## src/rtl/spl_pkg.sv

```systemverilog
package spl_pkg;

  typedef enum logic [1:0] {
    PortI2cOpen   = 2'd0,
    PortSpiOpen   = 2'd1,
    PortI2cLocked = 2'd2,
    PortSpiLocked = 2'd3
  } portState_t;

  typedef struct packed {
    logic clearCount;
    logic countEdge;
  } edgeCtrl_t;

endpackage

```

## src/rtl/spl_edge_datapath.sv

```systemverilog
module spl_edge_datapath
  import spl_pkg::*;
#(
  parameter int SYNC_STAGES  = 2,
  parameter int SWITCH_EDGES = 3
) (
  input  logic      clk,
  input  logic      rstN,
  input  logic      selN,
  input  edgeCtrl_t ctrl,
  output logic      selFall,
  output logic      lastEdge
);
  localparam int CountW = $clog2(SWITCH_EDGES + 1);
  localparam logic [CountW-1:0] LastIdx = CountW'(SWITCH_EDGES - 1);
  localparam logic [CountW-1:0] MaxCount = CountW'(SWITCH_EDGES);

  logic [SYNC_STAGES-1:0] syncChain;
  logic                   selPrev;
  logic [CountW-1:0]      edgeCount;

  genvar gi;
  generate
    for (gi = 0; gi < SYNC_STAGES; gi++) begin : g_sync
      if (gi == 0) begin : g_first
        always_ff @(posedge clk or negedge rstN) begin
          if (!rstN) syncChain[0] <= 1'b1;
          else       syncChain[0] <= selN;
        end
      end else begin : g_next
        always_ff @(posedge clk or negedge rstN) begin
          if (!rstN) syncChain[gi] <= 1'b1;
          else       syncChain[gi] <= syncChain[gi-1];
        end
      end
    end
  endgenerate

  always_ff @(posedge clk or negedge rstN) begin
    if (!rstN) selPrev <= 1'b1;
    else       selPrev <= syncChain[SYNC_STAGES-1];
  end

  assign selFall = selPrev & ~syncChain[SYNC_STAGES-1];

  always_ff @(posedge clk or negedge rstN) begin
    if (!rstN) begin
      edgeCount <= '0;
    end else if (ctrl.clearCount) begin
      edgeCount <= '0;
    end else if (ctrl.countEdge && edgeCount != MaxCount) begin
      edgeCount <= edgeCount + 1'b1;
    end
  end

  assign lastEdge = (edgeCount == LastIdx);

endmodule

```

## src/rtl/spl_select_ctrl.sv

```systemverilog
module spl_select_ctrl
  import spl_pkg::*;
#(
  parameter int CFG_WIDTH = 16,
  parameter int LOCK_BIT  = 1
) (
  input  logic                 clk,
  input  logic                 rstN,
  input  logic                 normalMode,
  input  logic                 cfgWrEn,
  input  logic [CFG_WIDTH-1:0] cfgWrData,
  input  logic                 selFall,
  input  logic                 lastEdge,
  output edgeCtrl_t            ctrl,
  output logic                 spiSelected,
  output logic                 portLocked
);
  portState_t state, stateNext;
  logic       normalPrev;
  logic       normalEntry;
  logic       lockReq;
  logic       isLocked;

  assign normalEntry = normalMode & ~normalPrev;
  assign lockReq     = cfgWrData[LOCK_BIT];
  assign isLocked    = (state == PortI2cLocked) || (state == PortSpiLocked);

  always_ff @(posedge clk or negedge rstN) begin
    if (!rstN) normalPrev <= 1'b0;
    else       normalPrev <= normalMode;
  end

  always_comb begin
    stateNext       = state;
    ctrl.clearCount = 1'b0;
    ctrl.countEdge  = 1'b0;
    if (normalEntry && !isLocked) begin
      stateNext       = PortI2cOpen;
      ctrl.clearCount = 1'b1;
    end else if (normalMode) begin
      unique case (state)
        PortI2cOpen: begin
          if (cfgWrEn && lockReq) begin
            stateNext = PortI2cLocked;
          end else if (selFall) begin
            ctrl.countEdge = 1'b1;
            if (lastEdge) stateNext = PortSpiOpen;
          end
        end
        PortSpiOpen: begin
          if (cfgWrEn) stateNext = PortSpiLocked;
        end
        default: stateNext = state;
      endcase
    end
  end

  always_ff @(posedge clk or negedge rstN) begin
    if (!rstN) state <= PortI2cOpen;
    else       state <= stateNext;
  end

  assign spiSelected = (state == PortSpiOpen) || (state == PortSpiLocked);
  assign portLocked  = isLocked;

endmodule

```

## src/rtl/serial_port_selector.sv

```systemverilog
module serial_port_selector
  import spl_pkg::*;
#(
  parameter int CFG_WIDTH    = 16,
  parameter int LOCK_BIT     = 1,
  parameter int SWITCH_EDGES = 3,
  parameter int SYNC_STAGES  = 2
) (
  input  logic                 clk,
  input  logic                 rstN,
  input  logic                 normalMode,
  input  logic                 selN,
  input  logic                 cfgWrEn,
  input  logic [CFG_WIDTH-1:0] cfgWrData,
  output logic                 spiSelected,
  output logic                 portLocked
);
  edgeCtrl_t edgeCtrl;
  logic      selFall;
  logic      lastEdge;

  spl_edge_datapath #(
    .SYNC_STAGES (SYNC_STAGES),
    .SWITCH_EDGES(SWITCH_EDGES)
  ) u_datapath (
    .clk     (clk),
    .rstN    (rstN),
    .selN    (selN),
    .ctrl    (edgeCtrl),
    .selFall (selFall),
    .lastEdge(lastEdge)
  );

  spl_select_ctrl #(
    .CFG_WIDTH(CFG_WIDTH),
    .LOCK_BIT (LOCK_BIT)
  ) u_ctrl (
    .clk        (clk),
    .rstN       (rstN),
    .normalMode (normalMode),
    .cfgWrEn    (cfgWrEn),
    .cfgWrData  (cfgWrData),
    .selFall    (selFall),
    .lastEdge   (lastEdge),
    .ctrl       (edgeCtrl),
    .spiSelected(spiSelected),
    .portLocked (portLocked)
  );

endmodule

```

## config.mk

```make
export PLATFORM = sky130hd
export DESIGN_NAME = serial_port_selector
export DESIGN_NICKNAME = d
export VERILOG_FILES = /design/src/rtl/spl_pkg.sv /design/src/rtl/spl_edge_datapath.sv /design/src/rtl/spl_select_ctrl.sv /design/src/rtl/serial_port_selector.sv
export SDC_FILE = /design/constraint.sdc
export NUM_CORES = 1
export LEC_CHECK = 0
export ABC_CLOCK_PERIOD_IN_PS = 1350
export BUFFER_PORTS_ARGS = -buffer_cell sky130_fd_sc_hd__buf_2
export CELL_PAD_IN_SITES_DETAIL_PLACEMENT = 1
export CELL_PAD_IN_SITES_GLOBAL_PLACEMENT = 1
export CORE_MARGIN = 2
export CORE_UTILIZATION = 24
export DETAILED_ROUTE_END_ITERATION = 6
export GPL_TIMING_DRIVEN = 1
export PLACE_DENSITY_LB_ADDON = 0.1
export SYNTH_ARGS = -nofsm -noshare
export SYNTH_HDL_FRONTEND = slang
export SYNTH_SLANG_ARGS = --single-unit
export TNS_END_PERCENT = 100
```

## constraint.sdc

```tcl
create_clock -name clk -period 1.35 [get_ports clk]
set_clock_uncertainty 0.1 [all_clocks]
set_input_delay 0.0675 -clock clk [delete_from_list [all_inputs] [get_ports clk]]
set_output_delay 0.0675 -clock clk [all_outputs]
set_load 0.02 [all_outputs]
```

==> results.md, run 1 <==
- Run status: finished, violations left
- Violated checks: setup timing
- Number of pins exceeding their max-slew limit in the final report: 0
- RR Endpoint: u_datapath.edgeCount[1]
- Sw Ratio: 0.267
- Launch point of the worst reg-to-reg path: u_datapath.edgeCount[1]
- Proportion of layout cells with a drive suffix above 1: 0.455
- Per-instance average area after synthesis: 12.1 um^2
- Clock network fraction of design power: 0.322
- Met3 wirelength from detailed routing: 43 um
- Count of pins on the block boundary: 23
- DRC: 0
- Final critical-path required period: 1.45 ns
- Delay-heaviest family, CP: flip-flops
- Maximum clock path buffer count: 2
- Final worst-path cycle share: 1.07
- Total via count after detailed routing: 279
- Overall die height: 42.2 um
- Part of the Yosys area used for sequential elements: 0.582
- Critical path cell sequence: buf_4 > ha_1 > or3_1 > a21oi_2
- Total Routing Usage GR: 0.112
- Most numerous cell in the Yosys netlist: sky130_fd_sc_hd__dfrtp_1
- Distinct cell type count after synthesis: 19
- DR WL met2: 413 um
- Cts bufs inserted: 3
- Cell Count Post-Placement: 50
- Clock sink count: 8
- Number of buffer and inverter stages on the critical path: 1
- Power density over the cells: 1250 nW/um^2
- Area of placed instances: 404 um^2
- Number of global-route vias before repair: 311
- Largest net degree at the start of global routing: 9
- Highest-delay cell along the critical path: sky130_fd_sc_hd__dfrtp_1
- Dominant register cell in the synthesized netlist: sky130_fd_sc_hd__dfrtp_1
- Internal Power: 0.000446 W
- Number of standard cells in the layout, taps in and fillers out: 59
- Final design instance area without fill: 485 um^2
- Initial antenna violation count: 0
- RSZ-0062 raised after global routing: yes
- Sum of routed wire length over all layers: 840 um
- Number of instances on the worst hold path: 3
- Hold WC Path Type: primary input to flop
- Standby leakage power: 0.232 nW
- Maximum net fanout on the critical path: 2
- DRT iter0 DRCs: 2
- Slew at the pin closest to its max-slew limit: 0.299 ns
- Worst R2R Path Depth: 4
- Setup Crit Path Kind: flop to flop
- Cell row count: 13
- Clock tree from TritonCTS: yes
- Number of synthesized register bits: 8
- Final number of setup-violating endpoints: 2
- Area leader, netlist: sky130_fd_sc_hd__dfrtp_1
- Root buffer selected by CTS: sky130_fd_sc_hd__clkbuf_4
- Crit path from: u_datapath.edgeCount[1]
- Power spent charging and discharging nets: 0.000163 W
- # fillers: 160
- Number of warnings reported in the yosys synthesis log: 0
- Number of cells produced by synthesis: 29
- Cell area after synthesis: 350 um^2
- Net count after synthesis: 52
- Synth top area share: 0.357
- Number of hold violations in the final report: 0
- Global placement routability congestion: 0.668
- DPL Wire Length: 617 um
- ANT nets after route: 0
- M1 WL: 382 um
- Effective utilization at floorplan: 0.263
- Number of flops mapped to enable cells by yosys: 0
- Largest incremental delay on the critical path: 0.39 ns
- Origin of the worst min-delay path: normalMode
- Element type at the critical path start: flop
- Length of the first detailed-routing pass in iterations: 2
- Max rail drop VDD: 0.000592 V
- Largest cells by area after synthesis: sky130_fd_sc_hd__dfrtp_1, sky130_fd_sc_hd__dfstp_2, sky130_fd_sc_hd__ha_1
- Average vias per placed instance: 4.73
- Final setup margin: -0.0985 ns
- Global-route wire length before repair: 1440 um
- Number of H-tree levels: 1
- Grt ovf: 0
- Sequential Power Share: 0.476
- Count of maximum capacitance violations: 0
- Antenna cells: 0
- Data arrival time of the worst path: 1.54 ns
- Rel. slew slack: 0.798
- Skew-Pair Late Insertion Delay: 0.26 ns
- Data required time at the worst endpoint: 1.44 ns
- Share of flip-flops with an asynchronous set or reset: 1.00
- Worst R2R Setup Slack: -0.1 ns
- Total power draw: 0.000609 W
- Area growth, synth to finish: 38.6%
- Top routing layer in use: met3
- Crit end category: flop
- Worst Hold End: u_ctrl.state[1]
- Achievable frequency: 690 MHz
- Count of input and output buffers: 7
- Clock-pin slew of the registers on the worst-case setup and hold paths: 0.07 ns
- Routed wire per std cell: 14.2 um
- Core footprint: 1330 um^2
- X dimension of the die: 42.2 um
- Top cells by count, synth: sky130_fd_sc_hd__dfrtp_1, sky130_fd_sc_hd__dfstp_2
- Final Net Count: 68
- Area enclosed by the die boundary: 1780 um^2
- Comb pwr share: 0.203
==> how the worst max path moves through the flow <==
stage	end	slack (ns)	cells after the start
final	u_datapath.edgeCount[1]	-0.1	4
after global routing	u_datapath.edgeCount[1]	-0.14	4
after CTS	u_datapath.edgeCount[1]	-0.11	4
after detailed placement	u_datapath.edgeCount[1]	-0.12	4
after global placement	u_datapath.edgeCount[1]	-0.08	4
after floorplan	u_datapath.edgeCount[1]	-0.06	4
==> cell families (layout without fill, tap and decap cells) <==
group | after synthesis | count (layout) | share of synthesized area
flops | 8 | 8 | 0.582
simple gates | 8 | 8 | 0.154
compound gates | 7 | 7 | 0.150
fa+ha+maj | 2 | 2 | 0.0714
buf+inv | 4 | 19 | 0.0429
==> stage by stage <==
stage          hold WS, ns   util  TNS, ns  setup WS (ns)
3_5_place_dp        -0.180  0.303   -0.135         -0.121
4_1_cts            0.00786  0.364   -0.149         -0.106
2_1_floorplan       -0.328      -  -0.0565        -0.0565
5_1_grt             0.0118  0.364   -0.235         -0.140
6_report            0.0208  0.364   -0.115        -0.0985
3_3_place_gp        -0.181  0.303  -0.0777        -0.0777
==> registers in the layout, summed over array words and instances, names as in the netlist <==
name and count:
u_ctrl.state 2, u_datapath.selPrev 1, u_ctrl.normalPrev 1, u_datapath.syncChain 2
u_datapath.edgeCount 2
==> layout make-up <==
cell class              instances  area [um^2]  area share
well taps                      15         18.8      0.0387
inverters                       2         7.51      0.0155
clock buffers                   4         26.3      0.0541
repair buffers                 13         87.6       0.180
multi-input cells              17          141       0.291
flip-flops and latches          8          204       0.420
==> power by group through the flow <==
stage	Combinational, W	Sequential (W)	Clock [W]
final	0.000123	0.000290	0.000196
after global routing	0.000142	0.000293	0.000230
after CTS	0.000126	0.000290	0.000210
after detailed placement	0.0000962	0.000294	0
after global placement	0.0000866	0.000292	0
after floorplan	0.0000595	0.000290	0
==> per-layer routing <==
layer / vias to the layer above / global-route usage
li1: 134 / -
met1: 138 / 0.118
met2: 7 / 0.188
met3: 0 / 0.0733
met4: 0 / 0.0188
met5: - / 0
==> timing repair <==
item	4_1_cts	5_1_grt
pin swaps	2	1
hold buffers	3	0
gates cloned	0	0
hold endpoints to repair	10	0
resized for setup	3	0
endpoints found under the setup margin	2	3
setup buffers	2	0
==> worst register-to-register path: cells and delay by family (launching register included) <==
family / cells / cell delay (ns)
AOI/OAI and AO/OA: 1 / 0.12
adders and majority gates: 1 / 0.25
buffers and inverters: 1 / 0.14
DFF: 1 / 0.39
and+or+nand+nor: 1 / 0.38
==> placed cells by master (no fill, tap or decap), drive strengths merged <==
| cell type | instances |
|---|---|
| nor4bb | 1 |
| clkbuf | 4 |
| o31ai | 1 |
| dfstp | 3 |
| o211ai | 1 |
| nand2b | 1 |
| dfrtp | 5 |
| inv | 2 |
| nor2 | 1 |
| a211o | 1 |
| ha | 2 |
| a31oi | 1 |
| nand4bb | 1 |
| a21oi | 1 |
| buf | 10 |
| dlygate4sd3 | 3 |
| or3b | 1 |
| o2111ai | 1 |
| o21ai | 1 |
| nand2 | 2 |
| or3 | 1 |
Power figures use the tool's default switching activity.
==> run 2, diff against run 1 <==
--- a/config.mk
+++ b/config.mk
@@ -5,6 +5,7 @@
 export SDC_FILE = /design/constraint.sdc
 export NUM_CORES = 1
 export LEC_CHECK = 0
+export ABC_AREA = 1
 export ABC_CLOCK_PERIOD_IN_PS = 1350
 export BUFFER_PORTS_ARGS = -buffer_cell sky130_fd_sc_hd__buf_2
 export CELL_PAD_IN_SITES_DETAIL_PLACEMENT = 1
@@ -16,5 +17,6 @@
 export PLACE_DENSITY_LB_ADDON = 0.1
 export SYNTH_ARGS = -nofsm -noshare
 export SYNTH_HDL_FRONTEND = slang
+export SYNTH_HIERARCHICAL = 1
 export SYNTH_SLANG_ARGS = --single-unit
 export TNS_END_PERCENT = 100
==> results.md, run 2 <==
- Run status: finished, violations left
- Violated checks: setup timing
- Clock tree from TritonCTS: yes
- Number of hold violations in the final report: 0 (unchanged)
- Data required time at the worst endpoint: 1.45 ns (about the same)
- Maximum clock path buffer count: 2 (unchanged)
- Largest incremental delay on the critical path: 0.52 ns (+0.13 ns)
- DRC: 0 (unchanged)
- Top cells by count, synth: sky130_fd_sc_hd__inv_1, sky130_fd_sc_hd__nand2_1, sky130_fd_sc_hd__nor2_1
- Number of standard cells in the layout, taps in and fillers out: 74 (+25%)
- Hold_ws: 0.0315 ns (+0.0107 ns)
- Power density over the cells: 1590 nW/um^2 (+27%)
- Area growth, synth to finish: 34.2%
- Area leader, netlist: sky130_fd_sc_hd__dfrtp_1
- Net count after synthesis: 68 (+31%)
- Overall die height: 44.2 um (+4.7%)
- Average vias per placed instance: 4.39 (-7.1%)
- Power spent charging and discharging nets: 0.000316 W (+94%)
- Number of cells produced by synthesis: 45 (+55%)
- Number of warnings reported in the yosys synthesis log: 6 (+6)
- Data arrival time of the worst path: 1.48 ns (-0.06 ns)
- Largest net degree at the start of global routing: 9 (unchanged)
- Final number of setup-violating endpoints: 2 (unchanged)
- Clock sink count: 8 (unchanged)
- Effective utilization at floorplan: 0.257 (-0.00519)
- Sw Ratio: 0.382 (+0.115)
- Root buffer selected by CTS: sky130_fd_sc_hd__clkbuf_4
- DR WL met2: 448 um (+8.5%)
- Setup Crit Path Kind: flop to flop
- Final Net Count: 82 (+21%)
- Antenna cells: 0 (unchanged)
- Total Routing Usage GR: 0.112 (about the same)
- Number of flops mapped to enable cells by yosys: 0 (unchanged)
- Crit end category: flop
- Per-instance average area after synthesis: 8.62 um^2 (-29%)
- Skew-Pair Late Insertion Delay: 0.26 ns (about the same)
- Comb pwr share: 0.352 (+0.149)
- Rel. slew slack: 0.749 (-0.0490)
- Area enclosed by the die boundary: 1950 um^2 (+9.7%)
- Number of pins exceeding their max-slew limit in the final report: 0 (unchanged)
- Sum of routed wire length over all layers: 817 um (-2.7%)
- M1 WL: 332 um (-13%)
- Global placement routability congestion: 0.741 (+11%)
- Top routing layer in use: met3
- Crit path from: u_datapath/selPrev
- Number of global-route vias before repair: 366 (+18%)
- Cts bufs inserted: 3 (unchanged)
- Cell row count: 14 (+1)
- Dominant register cell in the synthesized netlist: sky130_fd_sc_hd__dfrtp_1
- Sequential Power Share: 0.402 (-0.074)
- DPL Wire Length: 640 um (+3.7%)
- Synth top area share: 0.323 (-0.0346)
- Initial antenna violation count: 0 (unchanged)
- Clock-pin slew of the registers on the worst-case setup and hold paths: 0.06 ns (about the same)
- Number of H-tree levels: 1 (unchanged)
- Largest cells by area after synthesis: sky130_fd_sc_hd__dfrtp_1, sky130_fd_sc_hd__dfstp_2, sky130_fd_sc_hd__inv_1
- Clock network fraction of design power: 0.246 (-0.076)
- Final critical-path required period: 1.38 ns (-0.0639 ns)
- Final worst-path cycle share: 1.03 (-0.0474)
- Achievable frequency: 722 MHz (+4.6%)
- Commonest non-fill, non-tap cells in the layout: sky130_fd_sc_hd__buf_2, sky130_fd_sc_hd__nand2_1, sky130_fd_sc_hd__inv_1
- Internal Power: 0.000511 W (+15%)
- Count of input and output buffers: 7 (unchanged)
- Share of flip-flops with an asynchronous set or reset: 1.00 (unchanged)
- Critical path cell sequence: inv_2 > nor2_4 > nand2_2 > nor3_4 > inv_1 > nor2_2 > nand3_1 > nand2_1
- Core footprint: 1510 um^2 (+13%)
- Routed wire per std cell: 11.0 um (-22%)
- Setup TNS Final: -0.0638 ns (+0.0516 ns)
- Count of maximum capacitance violations: 0 (unchanged)
- Number of synthesized register bits: 8 (unchanged)
- Distinct cell type count after synthesis: 15 (-4)
- Top flop regs: u_ctrl/state: 2 flops, u_datapath/edgeCount: 2 flops, u_datapath/syncChain: 2 flops
- # fillers: 188 (+18%)
- Grt ovf: 0 (unchanged)
- Launch point of the worst reg-to-reg path: u_datapath/selPrev
- Max rail drop VDD: 0.000526 V (-11%)
- Standby leakage power: 0.256 nW (+10%)
- Met3 wirelength from detailed routing: 36 um (-16%)
- Slew at the pin closest to its max-slew limit: 0.375 ns (+0.0762 ns)
- Count of pins on the block boundary: 23 (unchanged)
- Global-route wire length before repair: 1490 um (+3.3%)
- Maximum net fanout on the critical path: 2 (unchanged)
- ANT nets after route: 0 (unchanged)
- Hold WC Path Type: primary input to flop
- Cell Count Post-Placement: 67 (+34%)
- RSZ-0062 raised after global routing: yes
- Length of the first detailed-routing pass in iterations: 2 (unchanged)
- Part of the Yosys area used for sequential elements: 0.526 (-0.0563)
- DRT iter0 DRCs: 2 (unchanged)
- X dimension of the die: 44.2 um (+4.7%)
- Proportion of layout cells with a drive suffix above 1: 0.414 (-0.0408)
- Highest-delay cell along the critical path: sky130_fd_sc_hd__dfstp_2
- Final setup margin: -0.0346 ns (+0.0639 ns)
- Most frequent standard cell in the layout excluding fill and tap cells: sky130_fd_sc_hd__buf_2
- Origin of the worst min-delay path: cfgWrData[1]
- Fin util: 0.346 (-0.0185)
- Element type at the critical path start: flop
- Cell area after synthesis: 388 um^2 (+11%)
- Total via count after detailed routing: 325 (+16%)
- Total power draw: 0.000827 W (+36%)
## run 2: cell count changes in the layout (fill, tap and decap cells not counted), sizes merged, moves of 2 or more
cell / before / now
nor2: 1 / 8
inv: 2 / 8
nand2: 2 / 8
nand3: 0 / 6
buf: 10 / 8
## run 2: stage by stage
step	worst slack, ns	area [um^2]
finish	-0.0346	520
global route	-0.120	520
CTS	-0.0239	507
detailed placement	-0.120	443
global placement	-0.0874	443
floorplan	0.0179	388
## run 2: power by group through the flow
stage,Sequential (W),Combinational [W],Clock (W)
finish,0.000333,0.000292,0.000203
global route,0.000344,0.000331,0.000234
detailed placement,0.000338,0.000270,0
CTS,0.000334,0.000283,0.000216
floorplan,0.000328,0.000215,0
global placement,0.000336,0.000264,0
## run 2: path summary, 6_finish.rpt
path	end	slack, ns	depth (start not counted)
worst max-delay path	u_datapath/edgeCount[0]	-0.03	8
worst min-delay path	u_ctrl/state[0]	0.03	4
worst max register to register	u_datapath/edgeCount[0]	-0.03	8
worst min register to register	u_datapath/syncChain[1]	0.26	0
max in group asynchronous	u_datapath/syncChain[0]	0.82	2
min in group asynchronous	u_datapath/edgeCount[0]	0.08	2
## run 2: cells by family after synthesis
logic type,Yosys count,share of synthesized area
buffers and inverters,10,0.0968
AO/OA/AOI/OAI,2,0.0355
flip-flops,8,0.526
adder cells (fa/ha/maj),2,0.0645
AND/OR/NAND/NOR,23,0.277
## run 2: worst max-delay path: cells and delay by family, from the launching register on
kind / cells / cell delay [ns]
simple gates: 6 / 0.61
flops: 1 / 0.52
buf+inv: 2 / 0.11
## run 2: area by class of cell
class                   instances  area (um^2)  area share
flip-flops and latches          8          204       0.392
well taps                      16         20.0      0.0385
inverters                       8         30.0      0.0577
multi-input cells              27          168       0.322
clock buffers                   4         26.3      0.0505
repair buffers                 11         72.6       0.139
## run 2: repair_timing
item,in CTS,in global routing
endpoints found under the hold margin,10,0
pin swaps,1,2
setup buffers,0,0
endpoints found under the setup margin,2,2
resized for setup,3,3
hold buffers,3,0
## run 2: routing by layer
metal	global-route usage	up-vias
li1	-	162
met1	0.114	157
met2	0.185	6
met3	0.0490	0
met4	0.0727	0
met5	0	-
